$ cat config.mk
export PLATFORM = sky130hd
export DESIGN_NAME = skew_cal_ctrl
export DESIGN_NICKNAME = d
export VERILOG_FILES = /design/src/rtl/skew_cal_ctrl.sv
export SDC_FILE = /design/constraint.sdc
export NUM_CORES = 1
export LEC_CHECK = 0
export BUFFER_PORTS_ARGS = -buffer_cell sky130_fd_sc_hd__buf_2
export CORE_MARGIN = 2
export CORE_UTILIZATION = 50
export DETAILED_ROUTE_END_ITERATION = 16
export PLACE_DENSITY = 0.65
export SLEW_MARGIN = 5
export SYNTH_ARGS = -nofsm -noshare
export SYNTH_HDL_FRONTEND = slang
export SYNTH_SLANG_ARGS = --single-unit
$ cat constraint.sdc
create_clock -name clk -period 7.4 [get_ports clk]
set_input_delay 0.74 -clock clk [delete_from_list [all_inputs] [get_ports clk]]
set_output_delay 0.74 -clock clk [all_outputs]
set_load 0.005 [all_outputs]
$ cat src/rtl/skew_cal_ctrl.sv
module skew_cal_ctrl #(
  parameter int NCH   = 8,
  parameter int VW    = 6,
  parameter int ITERS = 3,
  parameter int WIN   = 1024,
  parameter int DB    = 4,
  parameter int INIT  = 32,
  localparam int AW   = $clog2(NCH)
) (
  input  logic          clk,
  input  logic          rst_n,
  input  logic          start,
  input  logic          dec_vld,
  input  logic          dec,
  output logic          busy,
  output logic          done,
  output logic [AW-1:0] sel,
  output logic          swap,
  output logic          wr_en,
  output logic [AW-1:0] wr_addr,
  output logic [VW-1:0] wr_code
);
  localparam int NW = (WIN > 1) ? $clog2(WIN) : 1;
  localparam int CW = $clog2(2 * WIN + DB + 1);
  localparam int IW = $clog2(ITERS + 1);
  localparam logic [1:0] UP = 2'b01, DN = 2'b10, HOLD = 2'b00;

  typedef enum logic [1:0] {IDLE, MEAS, ADJ} st_t;

  st_t           st;
  logic [NW-1:0] n;
  logic          h;
  logic [AW-1:0] p, a;
  logic [IW-1:0] it;
  logic [CW-1:0] late_c, early_c, late_nx, early_nx;
  logic [VW-1:0] vern [NCH];
  logic [1:0]    stp  [NCH];
  logic          eff, take, win_end, go_dn, go_up;
  logic [VW-1:0] cur;

  assign busy    = (st != IDLE);
  assign sel     = p;
  assign swap    = h;
  assign wr_en   = (st == ADJ);
  assign wr_addr = a;

  assign eff      = dec ^ h;
  assign take     = (st == MEAS) && dec_vld;
  assign win_end  = take && (n == NW'(WIN - 1));
  assign late_nx  = late_c + CW'(eff);
  assign early_nx = early_c + CW'(!eff);
  assign go_dn    = late_nx > early_nx + CW'(DB);
  assign go_up    = early_nx > late_nx + CW'(DB);

  assign cur     = vern[a];
  assign wr_code = (stp[a] == UP && cur != {VW{1'b1}}) ? cur + 1'b1 :
                   (stp[a] == DN && cur != '0)         ? cur - 1'b1 : cur;

  always_ff @(posedge clk or negedge rst_n) begin
    if (!rst_n) begin
      st      <= IDLE;
      done    <= 1'b0;
      n       <= '0;
      h       <= 1'b0;
      p       <= '0;
      a       <= '0;
      it      <= '0;
      late_c  <= '0;
      early_c <= '0;
      for (int i = 0; i < NCH; i++) begin
        vern[i] <= VW'(INIT);
        stp[i]  <= HOLD;
      end
    end else begin
      done <= 1'b0;
      case (st)
        IDLE: if (start) begin
          st      <= MEAS;
          n       <= '0;
          h       <= 1'b0;
          p       <= '0;
          it      <= '0;
          late_c  <= '0;
          early_c <= '0;
        end
        MEAS: if (take) begin
          n       <= n + 1'b1;
          late_c  <= late_nx;
          early_c <= early_nx;
          if (win_end) begin
            n <= '0;
            if (!h) begin
              h <= 1'b1;
            end else begin
              h       <= 1'b0;
              late_c  <= '0;
              early_c <= '0;
              stp[p + 1'b1] <= go_dn ? DN : (go_up ? UP : HOLD);
              if (p == AW'(NCH - 2)) begin
                st <= ADJ;
                a  <= AW'(1);
              end else begin
                p <= p + 1'b1;
              end
            end
          end
        end
        ADJ: begin
          vern[a] <= wr_code;
          if (a == AW'(NCH - 1)) begin
            if (it == IW'(ITERS - 1)) begin
              st   <= IDLE;
              done <= 1'b1;
            end else begin
              it <= it + 1'b1;
              st <= MEAS;
              p  <= '0;
            end
          end else begin
            a <= a + 1'b1;
          end
        end
        default: st <= IDLE;
      endcase
    end
  end
endmodule

==> results by group, run 1 <==
CTS
  – CTS Sinks: 110
  – Clock root buffer: clkbuf_16
  – H-tree depth: 3
  – # Post-CTS Setup Buffers: 0
  – # resized after CTS: 0
  – Hold Buf Count CTS: 0
  – CTS max path bufs: 2
  – Clock Latency Late Sink: ~0.36 ns
  – Cts bufs inserted: 9
  – TritonCTS clock tree: built
  – CTS clk-pin slew, worst paths: 0.08 ns

Placed design
  – I/O Buffers: 20
  – Hpwl dp: approximately 11 mm
  – Placement Cell Area: a little over 0.007 mm2
  – Routability cong.: roughly 1

Drt
  – 1st-pass router iterations: 4
  – Vias: between 4000 and 5000
  – Drt total wl: between 10 and 15 mm
  – Detailed-route DRC error count: 0
  – Detailed-route vias per instance: 5.851
  – DRT antenna net count: 0
  – Initial DRC count: between 300 and 400
  – Drt wl/cell: 17.85 um

Critical path
  – Slowest cell on crit path: dfrtp_1
  – Worst r2r src: swap
  – Reg2Reg Depth: 15
  – Cell breakdown of the critical path: buf_4 -> mux4_2 -> mux2i_2 -> inv_2 -> ha_1 -> inv_1 -> a2111oi_4 -> a21boi_2 -> a32oi_2 -> xnor2_2 -> buf_2
  – Startpoint Class: register
  – CP startpoint: wr_addr[0]
  – Worst Path Arrival: 4.24 ns
  – CP endpoint: wr_code[3]
  – Max incr delay on CP: between 0.7 and 0.8 ns
  – Nature of the critical path endpoint: output port
  – Reg-to-reg slack, setup: between 2 and 3 ns
  – Crit path max fanout: 25
  – WP data required: roughly 6.7 ns
  – Reg2reg end: stp[12]
  – Crit path kind: register to output port

Yosys
  – Share of the yosys chip area belonging to registers: about two fifths
  – Mapped Nets: 680
  – Cell area after synthesis: just under 0.007 mm2
  – Post-synth EDFFs: 0
  – Synthesis warning total: 0
  – Seq cells post-synth: 110
  – Netlist cell types: 73
  – Count of mapped cells out of synthesis: 639
  – Syn avg cell area: roughly 11 um2
  – Post-synthesis async set-or-reset flop share: between 90% and 100%
  – Ys flop type: dfrtp_1

STA
  – Minimum clock period: about 5.0 ns
  – Final TNS setup: 0 ns
  – Final Hold Vio Count: 0
  – Max Freq: between 0.2 and 0.25 GHz
  – Final setup viols: 0
  – Skew final: 0.009779 ns
  – Worst-Margin Slew: between 1 and 1.5 ns
  – RSZ-0062 raised after global routing: no
  – Pins over their slew limit: 0
  – Final Cycle Share: between 60% and 70%
  – Max-Slew Margin vs Limit: between 20% and 30%

Power
  – Worst vdd ir: 0.1213 mV
  – Leak pwr: approximately 0.0035 uW
  – Cell Pwr Density: around 200 mW/mm2

Finish
  – Diode count: 0
  – Area of the multi-input gates: around 0.0038 mm2
  – Layout cells sized above 1: 21.16%
  – Fin area: roughly 0.0074 mm2
  – Fin nets: about 690
  – Sequential standard cell area: around 0.0028 mm2
  – Fill cells: roughly 1100
  – Area grow syn2layout: 7.860%

Floorplanning
  – DIE WIDTH: between 100 and 150 um
  – # rows: 42
  – Io pins: 21
  – Starting density of the core: between 50 and 60%
  – Die ar.: approximately 0.015 mm2
  – Core area: ~0.013 mm2
  – DIE HEIGHT: about 120 um

Global route
  – GRT Overall Usage: between 20% and 30%
  – GR Overflow Total: 0
  – Initial antenna violation count: 0
  – Global-route wire length before repair: ~25 mm
  – Pin count of the biggest net entering global routing: 76
  – Vias in the first global route: roughly 5000

Run
  – Maxcap violations: 0

Worst hold path
  – Tightest Hold Check Type: input port to asynchronous set/reset pin

Run status
  – Status: finished clean
## worst max-delay path, delay by kind of cell (launching register included)
| family | cells | cell delay (ns) |
|---|---|---|
| compound gates | 3 | 0.61 |
| xor+xnor | 1 | 0.42 |
| fa+ha+maj | 1 | 0.23 |
| buf+inv | 4 | 0.88 |
| flops | 1 | 0.74 |
| mux | 2 | 0.98 |
## registers in the layout, summed over array words and instances, names as in the netlist, 2 cells and up
name,count
early_c,12
it,2
late_c,12
n,10
sel,3
st,2
stp,16
vern,48
wr_addr,3
## layout by cell type (no fill, tap or decap), types with 19 or more instances in the layout
cell,count
xor2_1,22
inv_1,29
o21ai_0,24
nor2_1,46
buf_2,19
mux2_2,55
nand3_1,28
xnor2_1,23
ha_1,36
nand2_1,62
dfrtp_1,102
## where the power goes
part           total, uW  internal (uW)  switching (uW)
logic                332            139             194
registers            673            633            39.8
clock network        508            275             234
## metrics by stage
stage	setup WS (ns)	std cells	power, uW	utilization, %	hold WS, ns
finish	2.419	833	1513	55.40	0.3312
global route	2.182	833	1606	55.40	0.3606
CTS	2.426	833	1524	55.40	0.3401
detailed placement	2.620	818	1015	53.11	0.4806
global placement	2.826	818	1002	53.11	0.4609
floorplan	3.326	639	914.9	-	0.4444
## cells in the mapped netlist (4+ instances only)
| cell type | number | area, um2 |
|---|---|---|
| a22o_1 | 14 | 122.6 |
| nand3_1 | 28 | 140.1 |
| a21o_1 | 16 | 120.1 |
| mux2_2 | 55 | 619.3 |
| and3b_1 | 4 | 35.03 |
| nand2b_1 | 8 | 50.05 |
| clkbuf_1 | 11 | 41.29 |
| inv_1 | 29 | 108.9 |
| xor2_1 | 22 | 192.7 |
| and3_1 | 13 | 81.33 |
| mux2i_1 | 9 | 90.09 |
| nor2_1 | 46 | 172.7 |
| ha_1 | 36 | 450.4 |
| mux2_1 | 6 | 67.56 |
| o31ai_1 | 5 | 37.54 |
| buf_6 | 4 | 45.04 |
| dfrtp_1 | 102 | 2552 |
| nand2_1 | 62 | 232.7 |
| a21oi_1 | 11 | 55.05 |
| mux4_2 | 8 | 180.2 |
| xnor2_1 | 23 | 201.4 |
| dfstp_2 | 8 | 210.2 |
| nor3_1 | 6 | 30.03 |
| o21ai_0 | 24 | 120.1 |
| o32ai_1 | 4 | 35.03 |
| or2_2 | 6 | 37.54 |
| nand4_1 | 8 | 50.05 |
## routing by layer
metal  track usage [%]  wire length [um]  share of wire, %  up-vias
li1                  -                 -                 -     2325
met1             30.34              6973                47     2439
met2             34.94              7006                47       99
met3             5.592               734               4.9       11
met4             4.797               155               1.0        0
met5                 0                 0                 0        -
## area by class of cell
type / count / share of cell area, %
Tap cell: 176 / 2.990
Clock inverter: 5 / 0.9003
Sequential cell: 110 / 37.51
Timing Repair Buffer: 23 / 1.699
Inverter: 33 / 1.682
Multi-Input combinational cell: 476 / 51.98
Clock buffer: 10 / 3.244
## cells by family after synthesis
group,synth area share [%]
adders and majority gates,6.596
DFF,40.45
muxes,15.87
and+or+nand+nor,14.22
AOI/OAI and AO/OA,12.66
xor gates and xnor gates,6.724
buffers and inverters,3.481
## worst min-delay path by stage
stage,slack (ns),end,startpoint,cells past startpoint
3_5_place_dp,0.48,vern[30],vern[30],2
4_1_cts,0.34,early_c[6],rst_n,1
3_3_place_gp,0.46,vern[6],vern[6],2
6_report,0.33,n[5],rst_n,1
5_1_grt,0.36,n[0],rst_n,1
2_1_floorplan,0.44,done,rst_n,0
No activity file was read; power rests on OpenSTA's default activity.
==> inputs of run 2 (changes only) <==
--- a/config.mk
+++ b/config.mk
@@ -5,6 +5,7 @@
 export SDC_FILE = /design/constraint.sdc
 export NUM_CORES = 1
 export LEC_CHECK = 0
+export ABC_AREA = 1
 export BUFFER_PORTS_ARGS = -buffer_cell sky130_fd_sc_hd__buf_2
 export CORE_MARGIN = 2
 export CORE_UTILIZATION = 50
==> constraint.sdc (replaced) <==
create_clock -name clk -period 5.2 [get_ports clk]
set_input_delay 0.52 -clock clk [delete_from_list [all_inputs] [get_ports clk]]
set_output_delay 0.52 -clock clk [all_outputs]
set_load 0.005 [all_outputs]
==> run 2 against run 1 <==
Effect of this change:
- first-iteration DRC count is 18% higher
- critical path depth is 4 higher
- final cell count is 40% higher
- die area is 1.9% higher
- utilization is 0.23 points lower
- global-route usage is 1.3 points higher
==> results by group, run 2 <==
Yosys
  – Top cell type's share of synthesized area: ~37%
  – Netlist cell types: 46
  – Post-synthesis async set-or-reset flop share: between 90% and 100%
  – Top cells by count, synth: 285 x nand2_1, 151 x inv_1, 102 x dfrtp_1, 86 x nand3_1, 59 x o21ai_0
  – Syn avg cell area: between 7 and 8 um2
  – Count of mapped cells out of synthesis: 953
  – Cell area after synthesis: about 0.0070 mm2
  – Share of the yosys chip area belonging to registers: between 30% and 40%
  – Synthesis warning total: 0
  – Top-count cell post-synth: nand2_1
  – Ys flop type: dfrtp_1
  – Mapped Nets: 994
  – Synth area leader: dfrtp_1
  – Post-synth EDFFs: 0
  – Synth area leaders: dfrtp_1 37%, nand2_1 15%, inv_1 8.1%
  – Seq cells post-synth: 110

Finish
  – Area of the multi-input gates: between 0.003 and 0.004 mm2
  – Largest registers: vern x48, stp x16
  – Sequential standard cell area: ~0.0028 mm2
  – Max reg flops: 48
  – Diode count: 0
  – Largest Register: vern
  – Layout cells sized above 1: 9.359%
  – Fin nets: about 1000
  – Area grow syn2layout: 8.696%
  – Fill cells: approximately 1300
  – Most common cell after layout, fill and taps aside: nand2_1
  – Most frequent cells in the layout: 285 x nand2_1, 151 x inv_1, 102 x dfrtp_1

STA
  – Max-Slew Margin vs Limit: a little under half
  – Final Hold Vio Count: 0
  – Final Cycle Share: around 80%
  – Pins over their slew limit: 0
  – Final Worst Setup Slack: 1.013 ns
  – Worst-Margin Slew: around 0.80 ns
  – Minimum clock period: between 4 and 5 ns
  – Final TNS setup: 0 ns
  – Final setup viols: 0
  – Max Freq: between 0.2 and 0.25 GHz
  – RSZ-0062 raised after global routing: no
  – Skew final: roughly 0.0091 ns

CTS
  – Cts bufs inserted: 9
  – Clock root buffer: clkbuf_16
  – CTS clk-pin slew, worst paths: about 0.080 ns
  – Clock Latency Late Sink: ~0.36 ns
  – # Post-CTS Setup Buffers: 0
  – Hold Buf Count CTS: 0
  – TritonCTS clock tree: built
  – H-tree depth: 3
  – # resized after CTS: 0
  – CTS max path bufs: 2
  – CTS Sinks: between 100 and 150

Critical path
  – WP data required: around 4.7 ns
  – Nature of the critical path endpoint: output port
  – Worst Path Arrival: between 3 and 4 ns
  – Startpoint Class: register
  – Reg2Reg Depth: 19
  – Reg2reg end: stp[14]
  – Crit path kind: register to output port
  – Worst r2r src: swap
  – Crit path max fanout: 23
  – Reg-to-reg slack, setup: approximately 1.2 ns

Drt
  – Detailed-route DRC error count: 0
  – 1st-pass router iterations: 5
  – Drt total wl: around 16 mm
  – Vias: between 5000 and 6000
  – Detailed-route vias per instance: approximately 5.1
  – Drt wl/cell: between 10 and 15 um
  – Initial DRC count: about 380
  – DRT antenna net count: 0

Global route
  – Pin count of the biggest net entering global routing: 65
  – GRT Overall Usage: 23.28%
  – Vias in the first global route: about 5600
  – GR Overflow Total: 0
  – Global-route wire length before repair: approximately 27 mm
  – Initial antenna violation count: 0

Floorplanning
  – DIE WIDTH: around 120 um
  – Starting density of the core: 50.76%
  – Io pins: 21
  – # rows: 43
  – DIE HEIGHT: 122.0 um
  – Core area: between 0.01 and 0.015 mm2
  – Die ar.: between 0.01 and 0.015 mm2

Power
  – Seq pwr share: a little over two fifths
  – Sw power: between 700 and 800 uW
  – Cell Int Power: 1542 uW
  – Worst vdd ir: roughly 0.23 mV
  – Net Sw Frac: 33.88%
  – Cell Pwr Density: 308.0 mW/mm2
  – Combinational share of power: roughly a quarter
  – Leak pwr: 0.003909 uW
  – Clock network power share: between 30 and 40%

Run status
  – Status: finished clean

Placed design
  – DP Worst Slack: 1.118 ns
  – Routability cong.: 0.9171
  – I/O Buffers: 20
  – Hpwl dp: 11.69 mm

Worst hold path
  – Tightest Hold Check Type: input port to asynchronous set/reset pin

Run
  – Maxcap violations: 0
## run 2: cell families after synthesis
kind of cell               Yosys count  share of synthesized area, %
and+or+nand+nor                    493                         30.96
buffers and inverters              172                         9.827
AOI/OAI and AO/OA                  111                         8.803
xor gates and xnor gates            31                         4.276
DFF                                110                         39.67
adders and majority gates           36                         6.468
## run 2: layout make-up
class | instances | share of cell area [%]
clock buffers | 10 | 3.157
clock inverters | 6 | 1.074
inverters | 161 | 7.983
multi-input cells | 671 | 46.46
flip-flops and latches | 110 | 36.50
well taps | 180 | 2.975
repair buffers | 25 | 1.851
## run 2: worst max-delay path by stage
stage | from | end | slack, ns | cells after the start
finish | wr_addr[0] | wr_code[5] | 1.01 | 15
floorplan | dec | stp[0] | 1.81 | 18
CTS | wr_addr[0] | wr_code[5] | 1.02 | 15
detailed placement | dec | stp[10] | 1.12 | 20
global route | wr_addr[0] | wr_code[5] | 0.74 | 15
global placement | dec | stp[6] | 1.15 | 20
## run 2: power by group through the flow
| stage | clock [uW] | combinational, uW | sequential, uW |
|---|---|---|---|
| after floorplan | 0 | 434 | 990 |
| after global placement | 0 | 593 | 1000 |
| after detailed placement | 0 | 595 | 1000 |
| after CTS | 767 | 599 | 986 |
| after global routing | 798 | 688 | 998 |
| final | 748 | 597 | 986 |
## run 2: critical path, stage by stage, from the launching register on
cell,delay (ns)
dfrtp_1,0.68
inv_2,0.50
nand2_1,0.09
nand3_1,0.13
nand2_1,0.07
nor2_1,0.26
inv_2,0.14
ha_1,0.24
nand3_1,0.12
nand2_1,0.09
nand2_1,0.15
nand2_1,0.07
nand2_1,0.09
nand3_2,0.25
and2_1,0.26
buf_2,0.12
## run 2: through the flow
stage               utilization (%)  area (um2)  hold slack, ns  std cells  total power (uW)
CTS                           55.18        7570          0.2715       1163              2352
floorplan                         -        6964          0.2244        953              1425
finish                        55.18        7570          0.2371       1163              2332
detailed placement            52.84        7249          0.4539       1147              1598
global route                  55.18        7570          0.3140       1163              2484
global placement              52.84        7249          0.4525       1147              1596
## run 2: metal layers
layer	routed length, um	share of wire (%)	global-route usage, %	vias to the layer above
met5	0	0	0	-
met3	701	4.3	4.448	16
met4	225	1.4	5.603	0
li1	-	-	-	3085
met1	7931	49	32.52	2735
met2	7370	45	37.47	135
